### src/rtl/flash_status_pkg.sv
package flash_status_pkg;
  typedef enum logic [2:0] {
    OP_PROG   = 3'd0,
    OP_SERASE = 3'd1,
    OP_CERASE = 3'd2,
    OP_SUSP   = 3'd3,
    OP_RESUME = 3'd4,
    OP_RESET  = 3'd5
  } fsg_op_e;

  typedef enum logic [2:0] {
    ST_IDLE,
    ST_PROG,
    ST_WIN,
    ST_ERASE,
    ST_SUSP,
    ST_FAIL
  } fsg_state_e;
endpackage

### src/rtl/fsg_win_timer.sv
module fsg_win_timer #(
  parameter int WINDOW_CYC = 5000
) (
  input  logic clk,
  input  logic rst_n,
  input  logic load,
  input  logic run,
  output logic expire
);
  localparam int CW = $clog2(WINDOW_CYC + 1);
  logic [CW-1:0] cnt_q;

  always_ff @(posedge clk or negedge rst_n) begin
    if (!rst_n)                      cnt_q <= '0;
    else if (load)                   cnt_q <= CW'(WINDOW_CYC);
    else if (run && cnt_q != '0)     cnt_q <= cnt_q - CW'(1);
  end

  assign expire = run && !load && (cnt_q == CW'(1));
endmodule

### src/rtl/fsg_pulse_timer.sv
module fsg_pulse_timer #(
  parameter int PULSE_CYC   = 16,
  parameter int PULSE_LIMIT = 32
) (
  input  logic clk,
  input  logic rst_n,
  input  logic clear,
  input  logic run,
  output logic tick,
  output logic last
);
  localparam int CYC_W = $clog2(PULSE_CYC) + 1;
  localparam int NUM_W = $clog2(PULSE_LIMIT) + 1;
  logic [CYC_W-1:0] cyc_q;
  logic [NUM_W-1:0] num_q;

  assign tick = run && (cyc_q == CYC_W'(PULSE_CYC - 1));
  assign last = tick && (num_q == NUM_W'(PULSE_LIMIT - 1));

  always_ff @(posedge clk or negedge rst_n) begin
    if (!rst_n) begin
      cyc_q <= '0;
      num_q <= '0;
    end else if (clear) begin
      cyc_q <= '0;
      num_q <= '0;
    end else if (tick) begin
      cyc_q <= '0;
      num_q <= num_q + NUM_W'(1);
    end else if (run) begin
      cyc_q <= cyc_q + CYC_W'(1);
    end
  end
endmodule

### src/rtl/fsg_array.sv
module fsg_array #(
  parameter int DATA_W     = 8,
  parameter int SECTORS    = 4,
  parameter int SECT_WORDS = 4,
  parameter int ADDR_W     = 4
) (
  input  logic              clk,
  input  logic              rst_n,
  input  logic              prog_en,
  input  logic [ADDR_W-1:0] prog_addr,
  input  logic [DATA_W-1:0] prog_data,
  input  logic              erase_en,
  input  logic [SECTORS-1:0] erase_mask,
  input  logic [ADDR_W-1:0] rd_addr,
  output logic [DATA_W-1:0] rd_data,
  output logic [DATA_W-1:0] cur_data
);
  localparam int WORDS = SECTORS * SECT_WORDS;
  logic [WORDS-1:0][DATA_W-1:0] flat;

  for (genvar s = 0; s < SECTORS; s++) begin : g_sect
    for (genvar w = 0; w < SECT_WORDS; w++) begin : g_word
      localparam int IDX = s * SECT_WORDS + w;
      logic [DATA_W-1:0] word_q;
      always_ff @(posedge clk or negedge rst_n) begin
        if (!rst_n)                                         word_q <= '1;
        else if (erase_en && erase_mask[s])                 word_q <= '1;
        else if (prog_en && prog_addr == ADDR_W'(IDX))      word_q <= word_q & prog_data;
      end
      assign flat[IDX] = word_q;
    end
  end

  assign rd_data  = flat[rd_addr];
  assign cur_data = flat[prog_addr];
endmodule

### src/rtl/flash_status_gen.sv
module flash_status_gen
  import flash_status_pkg::*;
#(
  parameter int DATA_W      = 8,
  parameter int SECTORS     = 4,
  parameter int SECT_WORDS  = 4,
  parameter int WINDOW_CYC  = 5000,
  parameter int PULSE_CYC   = 16,
  parameter int PULSE_LIMIT = 32,
  localparam int ADDR_W     = $clog2(SECTORS * SECT_WORDS),
  localparam int OFF_W      = $clog2(SECT_WORDS)
) (
  input  logic               clk,
  input  logic               rst_n,
  input  logic               cmd_valid,
  output logic               cmd_ready,
  input  logic [2:0]         cmd_op,
  input  logic [ADDR_W-1:0]  cmd_addr,
  input  logic [DATA_W-1:0]  cmd_data,
  input  logic [ADDR_W-1:0]  rd_addr,
  output logic [DATA_W-1:0]  rd_data,
  output logic               busy,
  output logic               limit_fail,
  output logic               erase_started,
  output logic [SECTORS-1:0] sector_map
);
  fsg_state_e            state_q;
  logic [SECTORS-1:0]    map_q;
  logic [ADDR_W-1:0]     paddr_q;
  logic [DATA_W-1:0]     pdata_q;
  logic [DATA_W-1:0]     cur_data;
  logic                  fire, win_load, win_expire, pulse_clear, pulse_run;
  logic                  tick, last, susp_now, erase_step, prog_step;
  logic [SECTORS-1:0]    sel_onehot, lowest, map_after;
  fsg_op_e               op;

  assign op         = fsg_op_e'(cmd_op);
  assign fire       = cmd_valid && cmd_ready;
  assign sel_onehot = SECTORS'(1) << cmd_addr[ADDR_W-1:OFF_W];
  assign lowest     = map_q & (~map_q + SECTORS'(1));
  assign map_after  = map_q & ~lowest;

  assign win_load    = fire && op == OP_SERASE && (state_q == ST_IDLE || state_q == ST_WIN);
  assign susp_now    = fire && op == OP_SUSP && state_q == ST_ERASE;
  assign pulse_clear = (state_q == ST_IDLE && fire && (op == OP_PROG || op == OP_CERASE))
                     || (state_q == ST_WIN && win_expire);
  assign pulse_run   = state_q == ST_PROG || state_q == ST_ERASE;
  assign prog_step   = state_q == ST_PROG && tick;
  assign erase_step  = state_q == ST_ERASE && tick && !susp_now;

  fsg_win_timer #(.WINDOW_CYC(WINDOW_CYC)) u_win (
    .clk(clk), .rst_n(rst_n), .load(win_load), .run(state_q == ST_WIN), .expire(win_expire)
  );

  fsg_pulse_timer #(.PULSE_CYC(PULSE_CYC), .PULSE_LIMIT(PULSE_LIMIT)) u_pulse (
    .clk(clk), .rst_n(rst_n), .clear(pulse_clear), .run(pulse_run), .tick(tick), .last(last)
  );

  fsg_array #(.DATA_W(DATA_W), .SECTORS(SECTORS), .SECT_WORDS(SECT_WORDS), .ADDR_W(ADDR_W)) u_arr (
    .clk(clk), .rst_n(rst_n),
    .prog_en(prog_step), .prog_addr(paddr_q), .prog_data(pdata_q),
    .erase_en(erase_step), .erase_mask(lowest),
    .rd_addr(rd_addr), .rd_data(rd_data), .cur_data(cur_data)
  );

  always_ff @(posedge clk or negedge rst_n) begin
    if (!rst_n) begin
      state_q <= ST_IDLE;
      map_q   <= '0;
      paddr_q <= '0;
      pdata_q <= '0;
    end else begin
      unique case (state_q)
        ST_IDLE: if (fire) begin
          case (op)
            OP_PROG: begin
              paddr_q <= cmd_addr;
              pdata_q <= cmd_data;
              state_q <= ST_PROG;
            end
            OP_SERASE: begin
              map_q   <= map_q | sel_onehot;
              state_q <= ST_WIN;
            end
            OP_CERASE: begin
              map_q   <= '1;
              state_q <= ST_ERASE;
            end
            default: ;
          endcase
        end
        ST_PROG: if (tick) begin
          if ((pdata_q & ~cur_data) == '0) state_q <= ST_IDLE;
          else if (last)                   state_q <= ST_FAIL;
        end
        ST_WIN: begin
          if (win_load)        map_q   <= map_q | sel_onehot;
          else if (win_expire) state_q <= ST_ERASE;
        end
        ST_ERASE: begin
          if (susp_now) state_q <= ST_SUSP;
          else if (erase_step) begin
            map_q <= map_after;
            if (map_after == '0) state_q <= ST_IDLE;
          end
        end
        ST_SUSP: if (fire && op == OP_RESUME) state_q <= ST_ERASE;
        ST_FAIL: if (fire && op == OP_RESET)  state_q <= ST_IDLE;
        default: state_q <= ST_IDLE;
      endcase
    end
  end

  assign cmd_ready     = state_q != ST_PROG;
  assign busy          = state_q == ST_PROG || state_q == ST_WIN || state_q == ST_ERASE;
  assign limit_fail    = state_q == ST_FAIL;
  assign erase_started = state_q == ST_ERASE || state_q == ST_SUSP;
  assign sector_map    = map_q;
endmodule

### config.mk
export PLATFORM = sky130hd
export DESIGN_NAME = flash_status_gen
export DESIGN_NICKNAME = d
export VERILOG_FILES = /design/src/rtl/flash_status_pkg.sv /design/src/rtl/fsg_win_timer.sv /design/src/rtl/fsg_pulse_timer.sv /design/src/rtl/fsg_array.sv /design/src/rtl/flash_status_gen.sv
export SDC_FILE = /design/constraint.sdc
export NUM_CORES = 1
export LEC_CHECK = 0
export BUFFER_PORTS_ARGS = -buffer_cell sky130_fd_sc_hd__buf_2
export CAP_MARGIN = 40
export CORE_MARGIN = 4
export CORE_UTILIZATION = 55
export CTS_BUF_LIST = sky130_fd_sc_hd__clkbuf_4
export CTS_CLUSTER_SIZE = 40
export DETAILED_ROUTE_END_ITERATION = 10
export GPL_TIMING_DRIVEN = 0
export PLACE_DENSITY = 0.83
export SYNTH_ARGS = -nofsm -noshare
export SYNTH_HDL_FRONTEND = slang
export SYNTH_SLANG_ARGS = --single-unit
### constraint.sdc
create_clock -name clk -period 2.32 [get_ports clk]
set_input_delay 0 -clock clk [delete_from_list [all_inputs] [get_ports clk]]
set_output_delay 0 -clock clk [all_outputs]
set_load 0.01 [all_outputs]
==> results.py, run 1 <==
metrics = {
    "outcome": {
        "status": "finished, violations left",
        "violations": "setup timing",
    },
    "logic_synthesis": {
        "postSynthAreaPerCell_um2": 11.2,
        "ys_ff_latch": 171,
        "syn_nets": 841,
        "synth_cells": 814,
        "synthFlopType": "dfstp_2",
        "synth.largest_area_cell": "dfstp_2",
        "synth_commonest_cells": "175 x nand2_1, 133 x o21ai_0, 128 x dfstp_2, 69 x mux4_2, 43 x dfrtp_1",
        "synth_area_um2": 9110,
        "yosysMostFrequentCell": "nand2_1",
        "yosys_warnings": 0,
        "synth_edf_count": 0,
        "synthTopCellsByArea": "dfstp_2 37%, mux4_2 17%, dfrtp_1 12%",
        "synth_cell_types": 65,
        "yosysTopAreaCellShare": 0.369,
        "synth-seq-area-share": 0.487,
        "synthArstFlopShare": 1.00,
    },
    "place": {
        "globalplace.congestion": 0.982,
        "io_buffers": 32,
        "detailed_place_hpwl_um": 17900,
    },
    "cells_and_area": {
        "area_growth_pct": 12.9,
        "fin_nets": 924,
        "nFillCells": 1222,
        "seq_area_um2": 4440,
        "multi_input_area_um2": 4430,
        "drive_above_1_share": 0.385,
    },
    "timing": {
        "fin_crit_ps": 2360,
        "timing.final.crit_share": 1.02,
        "fin_skew_ps": 25.8,
        "layout_setup_ws_ps": -43.2,
        "timing.setup.tns_ps": -80.7,
        "hold_slack_ps": 88.0,
        "rsz0062_at_grt": "true",
        "finalSetupViolations": 4,
        "timing.final.hold_violations": 0,
        "tightestPinTransition_ps": 830,
        "slew_violations": 0,
        "max-slew-margin-rel": 0.447,
        "max_freq_mhz": 423,
    },
    "drt": {
        "finalWirelength_um": 26200,
        "vias": 7436,
        "drt_first_pass_iters": 7,
        "dr.first_iter.drc_count": 854,
        "drcViolationCount": 0,
        "ant_nets": 0,
        "wire_per_inst_um": 23.3,
        "drt-vias-per-instance": 6.59,
    },
    "setup_path": {
        "r2r_slack_ps": -40,
        "endpoint": "state_q[0]$_DFFE_PN0P_",
        "crit_type": "register to register",
        "cp.arrival_ps": 2830,
        "r2r_cells": 9,
        "required_ps": 2780,
        "reg2reg_from": "paddr_q[0]$_DFFE_PN0P_",
        "critPathMaxFanout": 6,
        "end_kind": "register",
        "worstSetupStartpointType": "register",
        "rr_endpoint": "state_q[0]$_DFFE_PN0P_",
        "crit_start": "paddr_q[0]$_DFFE_PN0P_",
    },
    "power": {
        "finalPower_uw": 9210,
        "p_leak_uw": 0.00370,
        "ir_drop_v": 0.000505,
        "power_density_nw_per_um2": 895,
    },
    "floorplan": {
        "die_area_um2": 18700,
        "coreArea_um2": 16100,
        "die_h_um": 137,
        "placementRows": 46,
        "io-pin-count": 38,
        "start_util": 0.567,
        "die_x_um": 137,
    },
    "global_routing": {
        "overflow": 0,
        "track_usage": 0.292,
        "first_global_vias": 7113,
        "antenna_found_initial": 1,
        "grt_start_max_net_pins": 100,
        "grt_pass1_wl_um": 40900,
    },
    "run": {
        "cap_violations": 0,
    },
    "cts": {
        "cts-root-buf": "clkbuf_4",
        "cts_buffer_depth": 2,
        "clk_latency_ps": 600,
        "clk_pin_slew_ps": 130,
        "cts_tree": "done",
        "cts_buffers": 17,
        "htree_levels": 4,
        "cts_sinks": 171,
    },
    "hold_path": {
        "hold_class": "input pin to register",
    },
}
-- report_power, final --
| part | internal [uW] | leakage (uW) | switching (uW) | total, uW |
|---|---|---|---|---|
| Sequential | 3490 | 0.00188 | 597 | 4090 |
| Combinational | 1500 | 0.00168 | 2020 | 3510 |
| Clock | 560 | 0.000146 | 1050 | 1610 |
| Total | 5550 | 0.00370 | 3660 | 9210 |
-- critical path, stage by stage (launching register included) --
cell and delay, ps:
dfrtp_1 400, buf_6 150, buf_12 150, or3b_4 380, o221a_1 300, o211ai_1 100, nand4_1 180, o31ai_4 300
and2b_1 200, mux2i_1 80
-- cells by family (layout without fill, tap and decap cells) --
family          Yosys count  in the layout  synth area share
simple gates            280            280             0.140
xor+xnor                 16             16            0.0154
other cells               0              2                 0
fa+ha+maj                 6              6           0.00797
mux                      95             95             0.201
buf+inv                  64            160            0.0342
compound gates          182            182             0.114
flops                   171            171             0.487
-- metrics by stage --
| step | cells | util | worst slack, ps | area, um2 |
|---|---|---|---|---|
| final | 1128 | 0.640 | -43.2 | 10300 |
| after global routing | 1127 | 0.640 | -143 | 10300 |
| after CTS | 1117 | 0.631 | -8.38 | 10100 |
| after detailed placement | 1066 | 0.599 | -398 | 9610 |
| after global placement | 1062 | 0.594 | -1240 | 9540 |
| after floorplan | 814 | - | 261 | 9110 |
-- repair_timing --
item	4_1_cts	5_1_grt
endpoints found under the setup margin	112	151
setup buffers	1	9
gates resized for setup	17	20
pin swaps	0	6
hold buffers	20	0
gates cloned	0	1
hold endpoints to repair	122	0
-- cells in the final DEF, fill, tap and decap left out, types with 4 or more instances in the layout --
master and count:
a21oi_1 11, buf_1 4, buf_2 45, buf_4 14
buf_6 8, clkbuf_1 16, clkbuf_2 4, clkbuf_4 23
clkinv_2 4, clkinv_4 5, dfrtp_1 41, dfstp_2 128
dlygate4sd3_1 20, ha_1 5, inv_1 6, mux2_2 12
mux2i_1 14, mux4_2 69, nand2_1 174, nand3_1 15
nand4_1 5, nor2_1 35, nor2b_1 4, nor3_1 7
nor3b_1 4, o21ai_0 133, o21ai_1 5, or3_1 6
xnor2_1 8, xor2_1 8
-- worst min-delay path by stage --
| stage | startpoint | endpoint | slack (ps) | cells after the start |
|---|---|---|---|---|
| 6_report | cmd_op[0] | sector_map[3]$_DFFE_PN0P_ | 90 | 6 |
| 5_1_grt | cmd_op[0] | sector_map[3]$_DFFE_PN0P_ | 130 | 6 |
| 4_1_cts | cmd_op[0] | u_win.cnt_q[2]$_DFFE_PN0P_ | 50 | 5 |
| 3_5_place_dp | rst_n | u_win.cnt_q[10]$_DFFE_PN0P_ | -10 | 1 |
| 3_3_place_gp | cmd_data[0] | pdata_q[0]$_DFFE_PN0P_ | 230 | 2 |
| 2_1_floorplan | rst_n | paddr_q[0]$_DFFE_PN0P_ | -300 | 0 |
-- area by class of cell --
type / instances / share of cell area
antenna: 2 / 0.000487
buffer: 53 / 0.0316
clock buffer: 20 / 0.0146
clock inverter: 12 / 0.00985
inverter: 8 / 0.00292
multi-input combinational: 579 / 0.430
sequential: 171 / 0.432
tap: 216 / 0.0263
timing repair buffer: 67 / 0.0521
-- per-layer routing --
layer  global-route usage  share of wire
met1                0.397           0.38
met2                0.435           0.46
met3               0.0941           0.12
met4                0.129          0.046
met5                    0              0
-- registers in the layout, indices dropped and copies added, names as in the netlist --
name                        count
u_arr.g_sect.g_word.word_q    128
u_win.cnt_q                    13
pdata_q                         8
u_pulse.num_q                   6
u_pulse.cyc_q                   5
paddr_q                         4
sector_map                      4
state_q                         3
(Power assumes the default switching activity.)
==> inputs of run 2 (changes only) <==
--- a/config.mk
+++ b/config.mk
@@ -12,7 +12,6 @@
 export CTS_BUF_LIST = sky130_fd_sc_hd__clkbuf_4
 export CTS_CLUSTER_SIZE = 40
 export DETAILED_ROUTE_END_ITERATION = 10
-export GPL_TIMING_DRIVEN = 0
 export PLACE_DENSITY = 0.83
 export SYNTH_ARGS = -nofsm -noshare
 export SYNTH_HDL_FRONTEND = slang
==> run 2 against run 1 <==
The run still ends with setup timing left. Critical path depth is 1 lower. Count of clock-buffer cells in the layout is 1 higher. Critical path type unchanged. Utilization is 0.35 points higher. Flip-flop and latch count stayed put.
==> results.py, run 2 (same netlist as run 1, synthesis figures left out) <==
metrics = {
    "global_routing": {
        "top_usage_layer": "met2",
        "track_usage": 0.272,
        "grt_start_max_net_pins": 76,
        "grt_use_met2": 0.418,
        "grt_pass1_wl_um": 38800,
        "use_met1": 0.358,
        "first_global_vias": 7238,
        "gr-usage-met3": 0.0860,
        "overflow": 0,
        "antenna_found_initial": 2,
    },
    "cts": {
        "cts_buffer_depth": 2,
        "htree_levels": 4,
        "clk_pin_slew_ps": 140,
        "clk_latency_ps": 590,
        "cts-root-buf": "clkbuf_4",
        "cts_buffers": 17,
        "cts_tree": "done",
        "cts_sinks": 171,
    },
    "power": {
        "p_int_uw": 5770,
        "p_seq_frac": 0.449,
        "clkPwrFrac": 0.184,
        "ir_drop_v": 0.000365,
        "switching_share": 0.373,
        "power_density_nw_per_um2": 890,
        "p_leak_uw": 0.00377,
        "power_frac_comb": 0.367,
        "p_sw_uw": 3430,
    },
    "drt": {
        "drcViolationCount": 0,
        "drt_first_pass_iters": 6,
        "ant_nets": 0,
        "vias": 7239,
        "dr.first_iter.drc_count": 1090,
        "finalWirelength_um": 24300,
        "wire_per_inst_um": 21.7,
        "drt-vias-per-instance": 6.46,
    },
    "floorplan": {
        "coreArea_um2": 16100,
        "start_util": 0.567,
        "io-pin-count": 38,
        "die_area_um2": 18700,
        "placementRows": 46,
        "die_x_um": 137,
        "die_h_um": 137,
    },
    "cells_and_area": {
        "drive_above_1_share": 0.399,
        "fin_nets": 917,
        "final_cell_mix": "174 x nand2_1, 133 x o21ai_0, 128 x dfstp_2",
        "final_common_cell": "nand2_1",
        "final_util": 0.644,
        "largest_register": "u_arr.g_sect.g_word.word_q",
        "largest_register_ffs": 128,
        "reg_top3": "u_arr.g_sect.g_word.word_q x128, u_win.cnt_q x13, pdata_q x8",
        "area_growth_pct": 13.5,
    },
    "timing": {
        "layout_setup_ws_ps": -2.01,
        "fin_crit_ps": 2320,
        "timing.setup.tns_ps": -2.01,
        "fin_skew_ps": 23.0,
        "slew_violations": 0,
        "max-slew-margin-rel": 0.524,
        "timing.final.crit_share": 1.00,
        "finalSetupViolations": 1,
        "timing.final.hold_violations": 0,
        "tightestPinTransition_ps": 714,
        "max_freq_mhz": 431,
        "rsz0062_at_grt": "true",
    },
    "outcome": {
        "violations": "setup timing",
        "status": "finished, violations left",
    },
    "setup_path": {
        "required_ps": 2810,
        "crit_start": "paddr_q[1]$_DFFE_PN0P_",
        "cp.arrival_ps": 2810,
        "crit_family": "multiplexers",
        "reg2reg_from": "paddr_q[1]$_DFFE_PN0P_",
        "critPathMaxFanout": 20,
        "timing.critical_path.slowest_cell_delay_ps": 540,
        "crit_type": "register to register",
        "end_kind": "register",
        "cp_slowest_cell": "mux4_2",
        "worstSetupStartpointType": "register",
        "cp_cell_sequence": "buf_12 -> mux4_2 -> mux2i_2 -> nor2_1 -> o21ai_2 -> o31ai_2 -> and2b_1 -> a221oi_2",
        "crit_buf_inv": 1,
    },
    "place": {
        "globalplace.congestion": 1.00,
        "io_buffers": 37,
        "detailed_place_hpwl_um": 16400,
        "pre_cts_slack_ps": 1.56,
    },
    "hold_path": {
        "hold_class": "input pin to register",
        "hold_start": "cmd_op[0]",
    },
    "run": {
        "cap_violations": 0,
    },
}
[run 2: area by class of cell]
type | instances | area (um2)
diodes | 1 | 2.50
multi-input cells | 579 | 4400
fillers | 1159 | 5720
well taps | 216 | 270
clock inverters | 11 | 105
repair buffers | 113 | 936
flip-flops and latches | 171 | 4440
clock buffers | 21 | 158
inverters | 8 | 30.0
[run 2: per-layer routing]
| metal | vias to the layer above | routed length [um] |
|---|---|---|
| li1 | 3107 | - |
| met5 | - | 13 |
| met3 | 81 | 2340 |
| met4 | 2 | 936 |
| met1 | 3607 | 9380 |
| met2 | 442 | 11600 |
[run 2: path summary, 6_finish.rpt]
| kind | to | slack, ps | depth (start not counted) |
|---|---|---|---|
| max reg2reg | state_q[2]$_DFFE_PN0P_ | -2 | 8 |
| min in group asynchronous | u_win.cnt_q[3]$_DFFE_PN0P_ | 540 | 3 |
| min reg2reg | u_arr.g_sect[0].g_word[2].word_q[5]$_DFFE_PN1P_ | 490 | 2 |
| min | u_win.cnt_q[2]$_DFFE_PN0P_ | 60 | 5 |
| max in group asynchronous | u_win.cnt_q[12]$_DFFE_PN0P_ | 620 | 4 |
| max | state_q[2]$_DFFE_PN0P_ | -2 | 8 |
[run 2: power groups by stage]
stage	Sequential [uW]	Clock (uW)	Combinational, uW
final	4130	1690	3380
after global routing	4180	1830	3650
after floorplan	3860	0	2230
after CTS	4100	1710	3200
after detailed placement	4140	0	3080
after global placement	4120	0	2980
[run 2: worst reg2reg max path: stages, from the launching register on]
cell and delay, ps:
dfrtp_2 440, buf_12 200, mux4_2 550, mux2i_2 240
nor2_1 90, o21ai_2 190, o31ai_2 100, and2b_1 200
a221oi_2 210
[run 2: repair_timing]
action | in CTS | in global routing
hold endpoints to repair | 120 | 0
buffers inserted | 4 | 6
endpoints found under the setup margin | 1 | 71
gates resized for setup | 1 | 10
pin swaps | 0 | 9
hold buffers | 19 | 0
[run 2: stage by stage]
step / instance area, um2 / std cells / power (uW) / hold slack [ps]
after global placement: 9750 / 1057 / 7100 / 82.8
after CTS: 10300 / 1113 / 9010 / 8.61
final: 10300 / 1120 / 9200 / 61.4
after floorplan: 9110 / 814 / 6090 / -296
after global routing: 10300 / 1120 / 9660 / 51.9
after detailed placement: 9750 / 1058 / 7220 / 83.6
